==> config.mk <==
export PLATFORM = sky130hd
export DESIGN_NAME = cwf_line_fill
export DESIGN_NICKNAME = d
export VERILOG_FILES = /design/src/rtl/cwf_pkg.sv /design/src/rtl/cwf_order_gen.sv /design/src/rtl/cwf_req_issuer.sv /design/src/rtl/cwf_line_buffer.sv /design/src/rtl/cwf_line_fill.sv
export SDC_FILE = /design/constraint.sdc
export NUM_CORES = 1
export LEC_CHECK = 0
export CORE_MARGIN = 5
export CORE_UTILIZATION = 30
export CTS_CLUSTER_SIZE = 20
export DETAILED_ROUTE_END_ITERATION = 8
export HOLD_SLACK_MARGIN = 0.02
export PLACE_DENSITY = 0.69
export SLEW_MARGIN = 20
export SYNTH_ARGS = -nofsm -noshare
export SYNTH_HDL_FRONTEND = slang
export SYNTH_SLANG_ARGS = --single-unit
==> constraint.sdc <==
create_clock -name clk -period 7.12 [get_ports clk]
set_clock_uncertainty 0.1 [all_clocks]
set_input_delay 1.068 -clock clk [delete_from_list [all_inputs] [get_ports clk]]
set_output_delay 1.068 -clock clk [all_outputs]
set_load 0.02 [all_outputs]
==> src/rtl/cwf_pkg.sv <==
package cwf_pkg;
  // Order in which the words of a block are requested from memory.
  typedef enum logic {
    ORDER_WRAP   = 1'b0,  // missed word first, then wrap upward
    ORDER_LINEAR = 1'b1   // ascending from word 0
  } fill_order_e;
endpackage

==> src/rtl/cwf_order_gen.sv <==
// Maps a beat number (0..WORDS-1) to the word select it carries.
module cwf_order_gen #(
  parameter int unsigned          WSEL_W     = 2,
  parameter cwf_pkg::fill_order_e FILL_ORDER = cwf_pkg::ORDER_WRAP
) (
  input  logic [WSEL_W-1:0] crit_sel,
  input  logic [WSEL_W-1:0] beat,
  output logic [WSEL_W-1:0] word_sel
);
  generate
    if (FILL_ORDER == cwf_pkg::ORDER_WRAP) begin : g_wrap
      // power-of-two block: the adder wraps modulo the block size
      assign word_sel = crit_sel + beat;
    end else begin : g_linear
      wire unused_crit = ^crit_sel;
      assign word_sel = beat;
    end
  endgenerate
endmodule

==> src/rtl/cwf_req_issuer.sv <==
// Issues WORDS consecutive request beats after each start pulse.
module cwf_req_issuer #(
  parameter int unsigned WORDS = 4
) (
  input  logic                     clk,
  input  logic                     rst,
  input  logic                     start,
  input  logic                     ready,
  output logic                     req_valid,
  output logic [$clog2(WORDS)-1:0] beat
);
  localparam int unsigned WSEL_W = $clog2(WORDS);
  localparam logic [WSEL_W-1:0] LAST_BEAT = WSEL_W'(WORDS - 1);

  logic              run_q;
  logic [WSEL_W-1:0] cnt_q;

  always_ff @(posedge clk) begin
    if (rst) begin
      run_q <= 1'b0;
      cnt_q <= '0;
    end else if (start) begin
      run_q <= 1'b1;
      cnt_q <= '0;
    end else if (run_q && ready) begin
      cnt_q <= cnt_q + 1'b1;
      if (cnt_q == LAST_BEAT) run_q <= 1'b0;
    end
  end

  assign req_valid = run_q;
  assign beat      = cnt_q;
endmodule

==> src/rtl/cwf_line_buffer.sv <==
// Collects the returned words of one block; all words readable at once.
module cwf_line_buffer #(
  parameter int unsigned WORDS  = 4,
  parameter int unsigned DATA_W = 32
) (
  input  logic                     clk,
  input  logic                     we,
  input  logic [$clog2(WORDS)-1:0] wsel,
  input  logic [DATA_W-1:0]        wdata,
  output logic [WORDS*DATA_W-1:0]  line
);
  logic [DATA_W-1:0] word_q [WORDS];

  always_ff @(posedge clk) begin
    if (we) word_q[wsel] <= wdata;
  end

  generate
    for (genvar w = 0; w < WORDS; w++) begin : g_pack
      assign line[w*DATA_W +: DATA_W] = word_q[w];
    end
  endgenerate
endmodule

==> src/rtl/cwf_line_fill.sv <==
module cwf_line_fill #(
  parameter int unsigned          ADDR_W     = 32,
  parameter int unsigned          DATA_W     = 32,
  parameter int unsigned          WORDS      = 4,
  parameter int unsigned          IDX_W      = 10,
  parameter cwf_pkg::fill_order_e FILL_ORDER = cwf_pkg::ORDER_WRAP,
  localparam int unsigned WSEL_W = $clog2(WORDS),
  localparam int unsigned BIW_W  = $clog2(DATA_W / 8),
  localparam int unsigned BOFF_W = WSEL_W + BIW_W,
  localparam int unsigned TAG_W  = ADDR_W - IDX_W - BOFF_W
) (
  input  logic                    clk,
  input  logic                    rst,
  input  logic                    miss_valid,
  input  logic [ADDR_W-1:0]       miss_addr,
  output logic                    busy,
  output logic                    mem_req_valid,
  input  logic                    mem_req_ready,
  output logic [ADDR_W-1:0]       mem_req_addr,
  input  logic                    mem_rsp_valid,
  input  logic [DATA_W-1:0]       mem_rsp_data,
  output logic                    cpu_rsp_valid,
  output logic [DATA_W-1:0]       cpu_rsp_data,
  output logic                    fill_we,
  output logic [IDX_W-1:0]        fill_index,
  output logic [TAG_W-1:0]        fill_tag,
  output logic [WORDS*DATA_W-1:0] fill_line
);
  localparam int unsigned BLK_W = ADDR_W - BOFF_W;
  localparam logic [WSEL_W-1:0] LAST_BEAT = WSEL_W'(WORDS - 1);

  logic              active_q;
  logic [BLK_W-1:0]  blk_q;
  logic [WSEL_W-1:0] crit_q;
  logic [WSEL_W-1:0] rbeat_q;
  logic              cpu_v_q;
  logic [DATA_W-1:0] cpu_d_q;
  logic              fill_we_q;

  logic              accept;
  logic              take;
  logic              take_last;
  logic              take_crit;
  logic [WSEL_W-1:0] req_beat;
  logic [WSEL_W-1:0] req_sel;
  logic [WSEL_W-1:0] rsp_sel;

  wire unused_byte_bits = ^miss_addr[BIW_W-1:0];

  assign accept    = miss_valid && !active_q;
  assign take      = active_q && mem_rsp_valid;
  assign take_last = take && (rbeat_q == LAST_BEAT);
  assign take_crit = take && (rsp_sel == crit_q);

  // request side
  cwf_req_issuer #(.WORDS(WORDS)) u_issuer (
    .clk       (clk),
    .rst       (rst),
    .start     (accept),
    .ready     (mem_req_ready),
    .req_valid (mem_req_valid),
    .beat      (req_beat)
  );

  cwf_order_gen #(.WSEL_W(WSEL_W), .FILL_ORDER(FILL_ORDER)) u_req_order (
    .crit_sel (crit_q),
    .beat     (req_beat),
    .word_sel (req_sel)
  );

  assign mem_req_addr = {blk_q, req_sel, {BIW_W{1'b0}}};

  // return side: same ordering rule tells which word each beat carries
  cwf_order_gen #(.WSEL_W(WSEL_W), .FILL_ORDER(FILL_ORDER)) u_rsp_order (
    .crit_sel (crit_q),
    .beat     (rbeat_q),
    .word_sel (rsp_sel)
  );

  cwf_line_buffer #(.WORDS(WORDS), .DATA_W(DATA_W)) u_linebuf (
    .clk   (clk),
    .we    (take),
    .wsel  (rsp_sel),
    .wdata (mem_rsp_data),
    .line  (fill_line)
  );

  // control state
  always_ff @(posedge clk) begin
    if (rst) begin
      active_q  <= 1'b0;
      rbeat_q   <= '0;
      cpu_v_q   <= 1'b0;
      fill_we_q <= 1'b0;
    end else begin
      cpu_v_q   <= take_crit;
      fill_we_q <= take_last;
      if (accept) begin
        active_q <= 1'b1;
        rbeat_q  <= '0;
      end else if (take) begin
        rbeat_q <= rbeat_q + 1'b1;
        if (take_last) active_q <= 1'b0;
      end
    end
  end

  // datapath registers, no reset needed
  always_ff @(posedge clk) begin
    if (accept) begin
      blk_q  <= miss_addr[ADDR_W-1:BOFF_W];
      crit_q <= miss_addr[BOFF_W-1:BIW_W];
    end
    if (take_crit) cpu_d_q <= mem_rsp_data;
  end

  assign busy          = active_q;
  assign cpu_rsp_valid = cpu_v_q;
  assign cpu_rsp_data  = cpu_d_q;
  assign fill_we       = fill_we_q;
  assign fill_index    = blk_q[IDX_W-1:0];
  assign fill_tag      = blk_q[BLK_W-1:IDX_W];
endmodule

==> run_results.csv <==
group,metric,value,unit
run_status,outcome,"finished, final reports clean",
power_and_ir_drop,switching_share,24.0,%
synth,yosysTopAreaCell,"edfxtp_1",
synth,netlist_top_cells_count,"edfxtp_1, buf_4, dfxtp_1",
synth,synthArstFlopShare,0,%
die,die_h,156,µm
critical_path,worst_path_most_repeated_cell,"xnor2_1",
power_and_ir_drop,p_per_area,246,nW/µm²
layout,postLayoutCellArea,10100,µm²
clock_tree,cts_sinks,198,
route,dr.pass1.iters,4,
power_and_ir_drop,seq_power_share,53.2,%
clock_tree,cts_buffer_depth,2,
clock_tree,tritoncts,"built",
synth,avgSynthCellArea,24.0,µm²
hold_path,hold_class,"reg2reg",
power_and_ir_drop,intPower,1.89,mW
sta,setup_viol,0,
critical_path,arrival,2.08,ns
sta,finalWorstSetupSlack,3.88,ns
die,core_area,21000,µm²
power_and_ir_drop,p_sw,598,µW
die,io_pins,293,
grt,grt_pass1_vias,3799,
route,drtIter0Drc,135,
power_and_ir_drop,total_power,2.49,mW
layout,fin_nets,623,
synth,yosysWarnings,0,
power_and_ir_drop,clockPowerShare,38.8,%
clock_tree,cts_resized,0,
route,wire_per_inst,19.5,µm
sta,worst_pin_slew,0.905,ns
synth,synthMuxAreaShare,0,%
synth,synth_ff_type,"edfxtp_1",
critical_path,critical_path_class,"reg2out",
die,die_area,24400,µm²
synth,syn_area,6420,µm²
placed_design,placed_area,9500,µm²
route,wl,16.4,mm
power_and_ir_drop,peakVddDrop,0.000161,V
die,start_util,30.5,%
layout,filler_cell_count,1740,
synth,synth-simple-area-share,1.33,%
flow_run,maxCapViolCount,0,
sta,hold_slack,0.456,ns
synth,synthTopCellsByArea,"edfxtp_1, buf_4, dfxtp_1",
die,die_x,156,µm
synth,ys_types,25,
synth,synth-seq-cells,198,
clock_tree,htreeDepth,4,
sta,max_freq,308,MHz
route,final_antenna_net_count,0,
critical_path,cp_slowest_cell,"clkdlybuf4s50_1",
placed_design,gp_congestion,0.777,
grt,grt_pass1_wl,23.7,mm
placed_design,place_ws,3.54,ns
synth,synthAdderAreaFrac,0.780,%
synth,yosysMostFrequentCell,"edfxtp_1",
sta,rsz0062_at_grt,"false",
power_and_ir_drop,power_leakage,3.41,nW
sta,setup_tns,0,ns
critical_path,start_kind,"register",
layout,finalCoreUtilization,48.1,%
synth,yosys.area.top_type_share,88.9,%
synth,synth_enable_flop_cells,190,
synth,yosysSeqAreaShare,91.4,%
route,routed_via_density,4.17,
sta,fin_crit,3.24,ns
placed_design,io_buffers,288,
synth,synth_compound_area_share,1.50,%
critical_path,slowest_delay,0.63,ns
grt,track_usage,13.2,%
power_and_ir_drop,pwr-share-comb,8.0,%
route,remaining_drc_errors,0,
grt,grt_max_degree,36,
synth,synthXorXnorAreaFrac,1.27,%
placed_design,place_inst,806,
sta,finalMaxSlewViolations,0,
layout,n_antenna_cell,0,
layout,drive_above_1_share,8.88,%
critical_path,cp_max_fo,3,
die,row_count,53,
clock_tree,cts_made_buffers,17,
critical_path,worstSetupEndpointType,"output pin",
clock_tree,ctsHoldBuffers,0,
sta,final_hold_viol_count,0,
route,vias,3498,
sta,relSlewSlack,39.5,%
critical_path,crit_chain,"ha_1 > xnor2_1 > xnor2_1 > clkdlybuf4s50_1",
grt,overflow,0,
clock_tree,cts-root-buf,"clkbuf_16",
clock_tree,clkTransAtPathRegs,0.08,ns
grt,antenna_found_initial,0,
clock_tree,clk_latency,0.42,ns
layout,layout.cells.non_filler,838,
sta,post-route-period-util,45.6,%
clock_tree,post_cts_buffers,0,
placed_design,place_hpwl,12.2,mm
synth,synth_top_family_by_area,"buffers and inverters",
synth,postSynthCellCount,268,
critical_path,crit_required,5.95,ns
layout,area_delta_synth_final,57.6,%
-- cell usage in the layout (no fill, tap or decap), drive strengths merged, types with 2 or more instances in the layout --
cell	synthesis	layout
nand3b	2	2
clkbuf	2	17
a211oi	4	4
dfxtp	8	8
xnor2	2	2
xor2	2	2
clkdlybuf4s50	0	288
nand3	3	3
nor2	3	3
conb	1	2
clkinv	0	5
buf	31	7
a21bo	4	4
edfxtp	190	190
ha	4	4
nor3	3	3
inv	0	9
-- state kept, by name, summed over array words and instances, names as in the netlist --
signal and count:
rbeat_q 2, busy 1, fill_we 1, crit_q 2, cpu_rsp_data 32, u_linebuf.word_q 128, cpu_rsp_valid 1, u_issuer.req_valid 1
blk_q 28, u_issuer.beat 2
-- per-layer routing --
metal  track usage, %  part of all wire, %
met5                0                    0
met4             3.84                  1.1
met3             6.33                   11
met2             23.6                   53
met1             13.7                   35
-- power by group through the flow --
stage	sequential (mW)	combinational, mW	clock [mW]
after detailed placement	1.35	0.203	0
after global routing	1.33	0.210	1.05
final	1.32	0.200	0.966
after CTS	1.33	0.204	0.987
after floorplan	1.39	0.0473	0
after global placement	1.35	0.200	0
-- cell families after synthesis --
group,count (synthesis)
DFF,198
buffers and inverters,33
and+or+nand+nor,15
AOI/OAI and AO/OA,11
xor gates and xnor gates,6
adders and majority gates,4
other,1
-- final cells by class --
cell class / count / area, µm² / area share [%]
Sequential cell: 198 / 5870 / 58.0
Timing Repair Buffer: 295 / 2940 / 29.0
Clock buffer: 17 / 425 / 4.21
Multi-Input combinational cell: 38 / 359 / 3.55
Tap cell: 275 / 344 / 3.40
Clock inverter: 15 / 185 / 1.83
-- critical path, delay by kind of cell, from the launching register on --
kind / cells / cell delay [ns]
xor+xnor: 2 / 0.33
flops: 1 / 0.46
fa+ha+maj: 1 / 0.25
buf+inv: 1 / 0.63
-- path summary, 6_finish.rpt --
| kind | startpoint | depth (start not counted) | slack (ns) | end |
|---|---|---|---|---|
| min | u_issuer.req_valid | 2 | 0.46 | u_issuer.beat[1] |
| max | crit_q[0] | 4 | 3.88 | mem_req_addr[3] |
| max reg2reg | crit_q[0] | 4 | 4.49 | u_linebuf.word_q[2][2] |
| min reg2reg | u_issuer.req_valid | 2 | 0.46 | u_issuer.beat[1] |
No activity file was read; power rests on OpenSTA's default activity.
